<file path="config.mk">
export PLATFORM = sky130hd
export DESIGN_NAME = ecc_err_log
export DESIGN_NICKNAME = d
export VERILOG_FILES = /design/src/rtl/ecc_log_pkg.sv /design/src/rtl/ecc_prio_pick.sv /design/src/rtl/ecc_detail_mux.sv /design/src/rtl/ecc_err_log.sv
export SDC_FILE = /design/constraint.sdc
export NUM_CORES = 1
export LEC_CHECK = 0
export ABC_AREA = 1
export BUFFER_PORTS_ARGS = -buffer_cell sky130_fd_sc_hd__clkbuf_2
export CORE_UTILIZATION = 30
export DETAILED_ROUTE_END_ITERATION = 8
export PLACE_DENSITY = 0.67
export SYNTH_ARGS = -nofsm -noshare
export SYNTH_HDL_FRONTEND = slang
export SYNTH_SLANG_ARGS = --single-unit
</file>
<file path="constraint.sdc">
create_clock -name clk -period 1.8 [get_ports clk]
set_clock_uncertainty 0.05 [all_clocks]
set_input_delay 0.09 -clock clk [delete_from_list [all_inputs] [get_ports clk]]
set_output_delay 0.09 -clock clk [all_outputs]
set_load 0.02 [all_outputs]
</file>
<file path="src/rtl/ecc_log_pkg.sv">
package ecc_log_pkg;
  localparam int NCLS = 4;
  localparam int CLS_W = 2;

  typedef enum logic [CLS_W-1:0] {
    CLS_PROT_CORR = 2'd0,
    CLS_DIR_CORR  = 2'd1,
    CLS_PROT_DBL  = 2'd2,
    CLS_DIR_UNC   = 2'd3
  } err_cls_e;

  // New event replaces details only when it strictly outranks the held set.
  function automatic logic outranks(input logic ev_any, input logic [CLS_W-1:0] ev_cls,
                                    input logic held_any, input logic [CLS_W-1:0] held_cls);
    return ev_any && (!held_any || (ev_cls > held_cls));
  endfunction
endpackage

</file>
<file path="src/rtl/ecc_prio_pick.sv">
module ecc_prio_pick #(
  parameter int N = 4,
  localparam int IW = (N > 1) ? $clog2(N) : 1
) (
  input  logic [N-1:0]  req,
  output logic [N-1:0]  hit,
  output logic          any,
  output logic [IW-1:0] idx
);
  for (genvar i = 0; i < N; i++) begin : g_hit
    if (i == N-1) begin : g_top
      assign hit[i] = req[i];
    end else begin : g_low
      assign hit[i] = req[i] & ~(|req[N-1:i+1]);
    end
  end

  assign any = |req;

  always_comb begin
    idx = '0;
    for (int i = 0; i < N; i++)
      if (hit[i]) idx = IW'(i);
  end

  always_comb begin
    a_r3_single_winner: assert ($onehot0(hit));
    a_r3_winner_present: assert (any == (hit != '0));
  end
endmodule

</file>
<file path="src/rtl/ecc_detail_mux.sv">
module ecc_detail_mux #(
  parameter int N = 4,
  parameter int W = 8,
  localparam int IW = (N > 1) ? $clog2(N) : 1
) (
  input  logic [N*W-1:0] din,
  input  logic [IW-1:0]  sel,
  output logic [W-1:0]   dout
);
  logic [W-1:0] slice [N];
  for (genvar i = 0; i < N; i++) begin : g_slice
    assign slice[i] = din[i*W +: W];
  end
  assign dout = slice[sel];
endmodule

</file>
<file path="src/rtl/ecc_err_log.sv">
module ecc_err_log
  import ecc_log_pkg::*;
#(
  parameter int ADDR_W = 16,
  parameter int SYN_W  = 8,
  parameter int PROT_W = 4,
  parameter int IDX_W  = 2
) (
  input  logic                   clk,
  input  logic                   rst_n,
  input  logic [3:0]             ev_strobe,
  input  logic [4*ADDR_W-1:0]    ev_addr,
  input  logic [4*SYN_W-1:0]     ev_syn,
  input  logic [4*PROT_W-1:0]    ev_prot,
  input  logic [4*IDX_W-1:0]     ev_pidx,
  input  logic                   clr_we,
  input  logic [4:0]             clr_mask,
  output logic [3:0]             log_valid,
  output logic                   log_ovr,
  output logic [ADDR_W-1:0]      log_addr,
  output logic [SYN_W-1:0]       log_syn,
  output logic [PROT_W-1:0]      log_prot,
  output logic [IDX_W-1:0]       log_pidx,
  output logic                   irq
);
  localparam int DW = ADDR_W + SYN_W + PROT_W + IDX_W;

  // Pack each class's details into one record.
  logic [NCLS*DW-1:0] ev_rec;
  for (genvar c = 0; c < NCLS; c++) begin : g_pack
    assign ev_rec[c*DW +: DW] = {ev_addr[c*ADDR_W +: ADDR_W], ev_syn[c*SYN_W +: SYN_W],
                                 ev_prot[c*PROT_W +: PROT_W], ev_pidx[c*IDX_W +: IDX_W]};
  end

  // Named internal events.
  logic [3:0]       clr_valid_w;
  logic             clr_ovr_w;
  logic [3:0]       held_w;
  logic [3:0]       ev_hit_w, held_hit_w;
  logic             ev_any_w, held_any_w;
  logic [CLS_W-1:0] ev_cls_w, held_cls_w;
  logic             load_w;
  logic             ovr_hit_w;
  logic [DW-1:0]    win_rec_w;

  assign clr_valid_w = clr_we ? clr_mask[3:0] : 4'b0000;
  assign clr_ovr_w   = clr_we & clr_mask[4];
  assign held_w      = log_valid & ~clr_valid_w;

  ecc_prio_pick #(.N(NCLS)) u_ev_pick (
    .req(ev_strobe), .hit(ev_hit_w), .any(ev_any_w), .idx(ev_cls_w));
  ecc_prio_pick #(.N(NCLS)) u_held_pick (
    .req(held_w), .hit(held_hit_w), .any(held_any_w), .idx(held_cls_w));
  ecc_detail_mux #(.N(NCLS), .W(DW)) u_mux (
    .din(ev_rec), .sel(ev_cls_w), .dout(win_rec_w));

  assign load_w    = outranks(ev_any_w, ev_cls_w, held_any_w, held_cls_w);
  assign ovr_hit_w = ev_strobe[CLS_DIR_UNC] & held_w[CLS_DIR_UNC];

  always_ff @(posedge clk) begin
    if (!rst_n) begin
      log_valid <= '0;
      log_ovr   <= 1'b0;
      log_addr  <= '0;
      log_syn   <= '0;
      log_prot  <= '0;
      log_pidx  <= '0;
    end else begin
      log_valid <= held_w | ev_strobe;
      log_ovr   <= (log_ovr & ~clr_ovr_w) | ovr_hit_w;
      if (load_w) {log_addr, log_syn, log_prot, log_pidx} <= win_rec_w;
    end
  end

  assign irq = |log_valid;

  // every strobed class is valid next cycle
  a_r2_sets_valid: assert property (@(posedge clk) disable iff (!rst_n)
    (ev_strobe != 4'b0) |=> ((log_valid & $past(ev_strobe)) == $past(ev_strobe)));
  // loading takes the winning class's address
  a_r3_load_addr: assert property (@(posedge clk) disable iff (!rst_n)
    load_w |=> (log_addr == $past(ev_addr[ev_cls_w*ADDR_W +: ADDR_W])));
  // no load, details stable
  a_r4_hold_details: assert property (@(posedge clk) disable iff (!rst_n)
    !load_w |=> ($stable(log_addr) && $stable(log_syn) && $stable(log_prot) && $stable(log_pidx)));
  // repeated uncorrectable error marks overrun
  a_r5_overrun: assert property (@(posedge clk) disable iff (!rst_n)
    (ev_strobe[3] && log_valid[3] && !(clr_we && clr_mask[3])) |=> log_ovr);
  // cleared bits with no new event drop
  a_r6_clear: assert property (@(posedge clk) disable iff (!rst_n)
    clr_we |=> ((log_valid & $past(clr_mask[3:0] & ~ev_strobe)) == 4'b0));
  // interrupt follows any event
  a_r8_irq: assert property (@(posedge clk) disable iff (!rst_n)
    (ev_strobe != 4'b0) |=> irq);
endmodule

</file>
==> impl_metrics.tcl, run 1 <==
set metrics [dict create \
    stdcell_count 886 \
    die_x_um 103 \
    seq_power_share_pct 32.2 \
    portBuffers 167 \
    worstSetupStartpointType "flop" \
    crit_required_ns 1.93 \
    setup_viol 0 \
    drt_pass1_iterations 4 \
    grt_max_degree 42 \
    nNetsFinal 886 \
    synth-seq-cells 35 \
    clock_latency_ns 0.28 \
    via_count 3868 \
    route.detailed.drc 0 \
    hold_path_class "in2reg" \
    p_per_area_mw_per_mm2 688 \
    areaGrowthSynthToFinish_pct 43.8 \
    clk_pin_slew_ns 0.07 \
    wl_mm 10.6 \
    drtAntennaViolNets 0 \
    grt_remaining_overflow 0 \
    ios 168 \
    min_path_cells 4 \
    synth_top_area_cell "dfxtp_1" \
    period_needed_ns 1.76 \
    tritoncts "yes" \
    outcome "finished clean" \
    slew_headroom_pct 69.2 \
    hold_ws_ns 0.0210 \
    core_region_area_mm2 0.00982 \
    rrSetupSlack_ns 0.04 \
    reg2reg_depth 12 \
    fillers 1159 \
    r2r-start "log_valid[2]" \
    drive_gt1_share_pct 31.3 \
    post_synth_instance_area_mm2 0.00305 \
    r2r-end "log_syn[6]" \
    die_y_um 103 \
    cap_violations 0 \
    fmax_mhz 569 \
    ys_warn_count 0 \
    critPathKind "reg2reg" \
    power.switching_uw 1160 \
    pwr-share-comb_pct 47.0 \
    die-area_mm2 0.0106 \
    synth.area.top_cells "dfxtp_1 (23%), nand2_1 (20%), nor2_1 (18%)" \
    avgSynthCellArea_um2 5.17 \
    tightestPinTransition_ns 0.462 \
    grt_pass1_wl_mm 15.2 \
    rows 36 \
    viasPerCell 4.37 \
    p_clk_share_pct 20.8 \
    final_hold_viol_count 0 \
    cts_sinks 35 \
    cts_root_buf "clkbuf_8" \
    drt_iter0_drc 150 \
    yosysTopAreaCellShare_pct 23.0 \
    slew_viol_final 0 \
    grt_pass1_vias 3208 \
    place_inst 869 \
    holdBufCountCts 0 \
    synth.distinct_cells 19 \
    fin_crit_sh_pct 97.7 \
    n_antenna_cell 0 \
    peakVddDrop_uv 318 \
    holdPathEnd "log_ovr" \
    leakagePower_uw 0.00277 \
    syn_nets 724 \
    initial_core_util_pct 31.1 \
    arrival_ns 1.88 \
    antenna_found_initial 0 \
    end_kind "flop" \
    place_congestion 0.840 \
    detail_route.wl_per_cell_um 11.9 \
    ctsLongestPathBuffers 2 \
    track_usage_pct 18.5 \
    rsz0062_at_grt "yes" \
    numCtsBuffers 5 \
    h-tree-depth 2 \
    post-dp-hpwl_mm 7.30 \
    internal_power_uw 1860 \
    hold_start "clr_mask[4]" \
    crit_fanout 6 \
    p_sw_share_pct 38.5 \
    postSynthCellCount 590 \
    ys_seq_area_share_pct 23.0 \
]
worst max path at each step:
stage,from,cells past startpoint,endpoint
after floorplan,log_valid[3],11,log_addr[7]
after global placement,log_valid[2],11,log_addr[7]
after detailed placement,log_valid[2],11,log_addr[7]
after CTS,log_valid[2],11,log_addr[7]
after global routing,log_valid[2],12,log_addr[2]
final,log_valid[2],12,log_syn[6]
layout by cell type (no fill, tap or decap), drive strengths merged:
| cell | synthesis | routed |
|---|---|---|
| ha | 2 | 2 |
| o21ai | 3 | 4 |
| nand3 | 62 | 62 |
| or4 | 1 | 1 |
| clkbuf | 14 | 179 |
| dfxtp | 35 | 35 |
| buf | 22 | 19 |
| inv | 99 | 99 |
| nand2 | 165 | 165 |
| nor2 | 152 | 152 |
| a21oi | 35 | 35 |
power by group through the flow:
stage	combinational, µW	sequential, µW	clock (µW)
6_report	1420	973	627
5_1_grt	1570	987	673
4_1_cts	1210	970	650
3_5_place_dp	1200	987	0
3_3_place_gp	1200	984	0
2_1_floorplan	652	1120	0
layout make-up:
cell class              count  area, µm²  area share, %
flip-flops and latches     35        703           16.0
multi-input cells         421       1920           43.7
clock buffers               8        100           2.28
well taps                 133        166           3.79
inverters                  99        374           8.52
repair buffers            190       1130           25.7
kinds of logic after synthesis:
group | count (synthesis) | share of synthesized area [%]
simple gates | 380 | 50.1
buf+inv | 135 | 18.8
flops | 35 | 23.0
compound gates | 38 | 7.34
fa+ha+maj | 2 | 0.820
repair_timing:
| action | 4_1_cts | 5_1_grt |
|---|---|---|
| gates resized for setup | 1 | 29 |
| setup buffers | 0 | 2 |
| pin swaps | 0 | 7 |
| endpoints found under the setup margin | 1 | 30 |
| endpoints found under the hold margin | 0 | 0 |
| gates cloned | 0 | 7 |
layer usage:
layer | share of wire [%] | track usage (%) | vias up | wire length (µm)
met5 | 0 | 0 | - | 0
met2 | 48 | 32.3 | 104 | 5100
li1 | - | - | 2073 | -
met3 | 4.6 | 2.64 | 6 | 490
met1 | 46 | 23.7 | 1685 | 4890
met4 | 0.75 | 5.09 | 0 | 79
state kept, by name, summed over array words and instances, names as in the netlist:
name       cells
log_prot       4
log_pidx       2
log_ovr        1
log_syn        8
log_addr      16
log_valid      4
worst max-delay path, cell delays in order (launching register included):
cell	delay, ns
dfxtp_2	0.35
nand2_2	0.07
nand2_4	0.08
inv_2	0.05
ha_4	0.27
inv_4	0.04
nor2_4	0.09
o21ai_4	0.09
o21ai_4	0.15
clkbuf_16	0.23
nand3_1	0.07
nand2_1	0.07
nor2_1	0.04
Yosys cell counts:
library cell / number
nand2_1: 161
inv_1: 98
buf_1: 3
nor2_2: 2
a21oi_1: 29
o21ai_0: 2
or4_1: 1
a21oi_2: 6
nand3_1: 62
buf_6: 7
dfxtp_1: 35
buf_2: 12
o21ai_4: 1
nand2_4: 1
clkbuf_1: 14
inv_2: 1
nor2_1: 150
nand2_2: 3
ha_1: 2
per-stage QoR:
stage               TNS, ns  utilization (%)  total power, µW  area (µm²)  setup WS [ns]
floorplan                 0                -             1770        3050         0.0108
global placement          0             40.8             2180        4010         0.0813
CTS                       0             41.9             2830        4110         0.0566
finish                    0             44.7             3020        4390         0.0419
detailed placement        0             40.8             2190        4010         0.0286
global route         -0.688             44.7             3230        4390        -0.0496
Power figures use the tool's default switching activity.
==> run 2, diff against run 1 <==
--- a/config.mk
+++ b/config.mk
@@ -7,6 +7,7 @@
 export LEC_CHECK = 0
 export ABC_AREA = 1
 export BUFFER_PORTS_ARGS = -buffer_cell sky130_fd_sc_hd__clkbuf_2
+export CORE_MARGIN = 1
 export CORE_UTILIZATION = 30
 export DETAILED_ROUTE_END_ITERATION = 8
 export PLACE_DENSITY = 0.67
==> constraint.sdc (replaced) <==
create_clock -name clk -period 1.8 [get_ports clk]
set_clock_uncertainty 0.05 [all_clocks]
set_input_delay 0.27 -clock clk [delete_from_list [all_inputs] [get_ports clk]]
set_output_delay 0.27 -clock clk [all_outputs]
set_load 0.02 [all_outputs]
==> impl_metrics.tcl, run 2 (same netlist as run 1, synthesis figures left out) <==
set metrics [dict create \
    cap_violations 0 \
    ctsLongestPathBuffers 2 \
    p_clk_share_pct 20.0 \
    cts_sinks 35 \
    cts_root_buf "clkbuf_8" \
    initial_core_util_pct 31.1 \
    areaGrowthSynthToFinish_pct 42.2 \
    die_y_um 103 \
    final_cell_area_mm2 0.00434 \
    portBuffers 167 \
    route.detailed.drc 0 \
    slew_headroom_pct 68.9 \
    post-dp-hpwl_mm 7.24 \
    place_congestion 0.814 \
    ios 168 \
    layout_commonest_cell "clkbuf_2" \
    grt_max_degree 45 \
    crit_required_ns 1.93 \
    hold_path_class "in2reg" \
    track_usage_pct 19.2 \
    drt_iter0_drc 179 \
    die-area_mm2 0.0106 \
    pwr-share-comb_pct 47.2 \
    via_count 3866 \
    reg_top3 "log_addr: 16 flops, log_syn: 8 flops" \
    largest_register_ffs 16 \
    use_met2_pct 32.9 \
    tritoncts "yes" \
    place_ws_ns -0.0566 \
    antenna_found_initial 0 \
    grt_pass1_wl_mm 15.9 \
    clk_pin_slew_ns 0.07 \
    worstSetupStartpointType "flop" \
    arrival_ns 1.88 \
    detail_route.wl_per_cell_um 11.6 \
    viasPerCell 4.35 \
    drt_pass1_iterations 4 \
    rows 36 \
    numCtsBuffers 5 \
    drtAntennaViolNets 0 \
    h-tree-depth 2 \
    tightestPinTransition_ns 0.467 \
    setup_viol 0 \
    leakagePower_uw 0.00277 \
    use_met1_pct 24.0 \
    grt_pass1_vias 3411 \
    p_sw_share_pct 38.2 \
    min_path_cells 3 \
    fillers 1157 \
    outcome "finished clean" \
    reg2reg_depth 12 \
    seq_power_share_pct 32.8 \
    die_x_um 103 \
    setup_ws_ns 0.0529 \
    hold_ws_ns 0.209 \
    wl_mm 10.3 \
    clock_latency_ns 0.28 \
    core_region_area_mm2 0.00982 \
    crit_fanout 9 \
    grt_busiest_layer "met2" \
    grt_remaining_overflow 0 \
    power.switching_uw 1130 \
    critPathKind "reg2reg" \
    peakVddDrop_uv 277 \
    n_antenna_cell 0 \
    grt_use_met3_pct 4.07 \
    placed_area_mm2 0.00405 \
    regMostFlops "log_addr" \
    period_needed_ns 1.75 \
    p_per_area_mw_per_mm2 679 \
    nNetsFinal 890 \
    internal_power_uw 1820 \
    setup_tns_ns 0 \
    fin_crit_sh_pct 97.1 \
    drive_gt1_share_pct 30.4 \
    end_kind "flop" \
    final_hold_viol_count 0 \
    fmax_mhz 572 \
    mostFrequentLayoutCells "clkbuf_2 (167), nand2_1 (161), nor2_1 (149)" \
    slew_viol_final 0 \
]
-- run 2: changes by cell type in the layout (fill, tap and decap cells not counted), sizes merged --
cell / delta
buf: +5
clkbuf: -2
clkinv: +1
o21ai: -1
-- run 2: final timing paths --
| check | from | endpoint | slack (ns) |
|---|---|---|---|
| max | log_valid[2] | log_addr[4] | 0.05 |
| min | ev_strobe[0] | log_valid[0] | 0.21 |
| max reg2reg | log_valid[2] | log_addr[4] | 0.05 |
| min reg2reg | log_ovr | log_ovr | 0.43 |
-- run 2: worst max-delay path, stage by stage, from the launching register on --
cell       delay, ns
dfxtp_2         0.33
nand2_2         0.07
nand2_4         0.08
inv_2           0.05
ha_4            0.21
inv_2           0.05
nor2_2          0.03
o21ai_2         0.17
o21ai_4         0.10
buf_4           0.15
clkbuf_16       0.16
a21oi_1         0.13
nor2_1          0.06
-- run 2: layout make-up --
class                   instances  area, µm²  area share (%)
clock inverters                 1       5.00           0.115
inverters                      99        372            8.56
well taps                     133        166            3.83
flip-flops and latches         35        704            16.2
repair buffers                195       1190            27.3
multi-input cells             420       1820            42.0
clock buffers                   6       82.6            1.90
-- run 2: repair_timing --
action | in CTS | in global routing
buffers inserted | 0 | 5
endpoints found under the setup margin | 0 | 30
gates resized for setup | 0 | 13
hold buffers | 0 | 0
-- run 2: metrics by stage --
step / total power, µW / util, % / cells
detailed placement: 2210 / 41.2 / 872
finish: 2950 / 44.2 / 889
CTS: 2800 / 42.1 / 879
global route: 3190 / 44.2 / 889
floorplan: 1780 / - / 590
global placement: 2200 / 41.2 / 872
-- run 2: power by group through the flow --
stage                     clock (µW)  sequential, µW  combinational (µW)
after floorplan                    0            1120                 658
after global placement             0             980                1220
after detailed placement           0             982                1220
after CTS                        606             966                1230
after global routing             642             983                1560
final                            588             967                1390
-- run 2: metal layers --
layer  up-vias  share of wire [%]
met5         -                  0
li1       2079                  -
met1      1652                 45
met3        16                6.3
met2       119                 47
met4         0                2.2
==> run 3, diff against run 2 <==
--- a/config.mk
+++ b/config.mk
@@ -10,7 +10,8 @@
 export CORE_MARGIN = 1
 export CORE_UTILIZATION = 30
 export DETAILED_ROUTE_END_ITERATION = 8
-export PLACE_DENSITY = 0.67
+export PLACE_DENSITY = 0.65
+export RECOVER_POWER = 50
 export SYNTH_ARGS = -nofsm -noshare
 export SYNTH_HDL_FRONTEND = slang
 export SYNTH_SLANG_ARGS = --single-unit
==> constraint.sdc (replaced) <==
create_clock -name clk -period 1.7 [get_ports clk]
set_clock_uncertainty 0.05 [all_clocks]
set_input_delay 0.255 -clock clk [delete_from_list [all_inputs] [get_ports clk]]
set_output_delay 0.255 -clock clk [all_outputs]
set_load 0.02 [all_outputs]
==> impl_metrics.tcl, run 3 (same netlist as run 1, synthesis figures left out) <==
set metrics [dict create \
    die_y_um 103 \
    ctsLongestPathBuffers 2 \
    hold_ws_ns 0.195 \
    antenna_found_initial 0 \
    p_clk_share_pct 21.9 \
    critPathKind "reg2reg" \
    fin_crit_sh_pct 105 \
    h-tree-depth 2 \
    fmax_mhz 561 \
    slew_headroom_pct 57.6 \
    detail_route.wl_per_cell_um 11.3 \
    place_inst 874 \
    stdcell_count 890 \
    drtAntennaViolNets 0 \
    setup_ws_ns -0.0814 \
    r2r-end "log_addr[1]" \
    violations "negative setup slack" \
    mostFrequentLayoutCells "nand2_1 (160), clkbuf_2 (150), nor2_1 (149)" \
    ios 168 \
    reg2reg_depth 12 \
    cp_common_cell "nand2_4" \
    critPathMaxStageDelay_ns 0.37 \
    cap_violations 0 \
    tightestPinTransition_ns 0.636 \
    drt_pass1_iterations 4 \
    rows 36 \
    viasPerCell 4.28 \
    crit_required_ns 1.83 \
    tritoncts "yes" \
    internal_power_uw 2050 \
    holdBufCountCts 0 \
    grt_max_degree 41 \
    post-dp-hpwl_mm 7.05 \
    n_antenna_cell 0 \
    drive_gt1_share_pct 31.7 \
    portBuffers 167 \
    setup_viol 18 \
    via_count 3812 \
    worstSetupStartpointType "flop" \
    crit_path_cell_trace "nand2_4 -> nand2_4 -> inv_2 -> ha_4 -> inv_4 -> nor2_4 -> o21ai_2 -> o21ai_4 -> buf_12 -> buf_16 -> a21oi_2 -> nor2_1" \
    areaGrowthSynthToFinish_pct 46.7 \
    cts_sinks 35 \
    layout_commonest_cell "nand2_1" \
    grt_remaining_overflow 0 \
    r2r-start "log_valid[2]" \
    end_kind "flop" \
    crit_fanout 9 \
    regMostFlops "log_addr" \
    route.detailed.drc 0 \
    rrSetupSlack_ns -0.08 \
    grt_pass1_wl_mm 15.7 \
    die_x_um 103 \
    cts_root_buf "clkbuf_8" \
    place_ws_ns -0.139 \
    hold_path_class "in2reg" \
    fillers 1111 \
    nNetsFinal 891 \
    peakVddDrop_uv 323 \
    reg_top3 "log_addr: 16 flops, log_syn: 8 flops" \
    place_congestion 0.815 \
    slew_viol_final 0 \
    final_hold_viol_count 0 \
    power.switching_uw 1240 \
    pwr-share-comb_pct 46.3 \
    slowest_stage "dfxtp_4" \
    p_per_area_mw_per_mm2 735 \
    period_needed_ns 1.78 \
    wl_mm 10.1 \
    p_sw_share_pct 37.6 \
    outcome "finished, violations left" \
    drt_iter0_drc 91 \
    grt_pass1_vias 3395 \
    core_region_area_mm2 0.00982 \
    largest_register_ffs 16 \
    die-area_mm2 0.0106 \
    rsz0062_at_grt "yes" \
    clock_latency_ns 0.28 \
    track_usage_pct 18.9 \
    clk_pin_slew_ns 0.08 \
    numCtsBuffers 5 \
    initial_core_util_pct 31.1 \
    arrival_ns 1.91 \
    startpoint "log_valid[2]" \
    leakagePower_uw 0.00275 \
    endpoint "log_addr[1]" \
    seq_power_share_pct 31.8 \
]
## run 3: cell count changes in the layout (fill, tap and decap cells not counted), moves of 4 or more
cell      before  now
a21oi_1       25    6
a21oi_2       10   28
clkbuf_1       0   17
clkbuf_2     167  150
nand3_1       61   57
nand3_2        1    5
## run 3: worst min path at each step
stage                         to          from  cells after the start  slack (ns)
floorplan           log_valid[2]  ev_strobe[2]                      2        0.35
global placement     log_pidx[1]   log_pidx[1]                      2        0.41
detailed placement   log_prot[3]   log_prot[3]                      2        0.42
CTS                      log_ovr   clr_mask[4]                      4        0.20
global route             log_ovr   clr_mask[4]                      4        0.21
finish                   log_ovr   clr_mask[4]                      4        0.19
## run 3: layer usage
layer	global-route usage (%)	part of all wire, %
met5	0	0
met4	4.55	1.2
met2	34.4	46
met1	23.5	46
met3	2.51	6.7
## run 3: stage by stage
stage / TNS (ns) / power (µW) / utilization (%) / cell area (µm²)
after global placement: -2.18 / 2320 / 41.6 / 4090
after detailed placement: -3.40 / 2330 / 41.6 / 4090
final: -1.08 / 3290 / 45.6 / 4480
after floorplan: 0 / 1890 / - / 3090
after global routing: -3.34 / 3530 / 45.6 / 4480
after CTS: -0.469 / 3320 / 45.5 / 4470
## run 3: area by class of cell
class / instances / area [µm²] / share of cell area, %
clock buffer: 6 / 72.6 / 1.62
multi-input combinational: 420 / 1950 / 43.6
tap: 133 / 166 / 3.72
timing repair buffer: 196 / 1170 / 26.2
inverter: 99 / 374 / 8.35
sequential: 35 / 709 / 15.8
clock inverter: 1 / 30.0 / 0.671
## run 3: power by group through the flow
stage	clock network, µW	registers, µW	logic (µW)
after floorplan	0	1190	703
after global placement	0	1050	1270
after detailed placement	0	1050	1280
after CTS	737	1050	1540
after global routing	776	1060	1690
final	720	1050	1520
## run 3: repair_timing
action	CTS	global route
pin swaps	5	13
buffers inserted	6	0
gates resized for setup	36	12
setup endpoints to repair	30	30
gates cloned	4	1
## run 3: worst max-delay path: cells and delay by family, from the launching register on
family	cells	cell delay (ns)
DFF	1	0.37
buffers and inverters	4	0.42
adders and majority gates	1	0.22
and+or+nand+nor	4	0.21
AOI/OAI and AO/OA	3	0.41
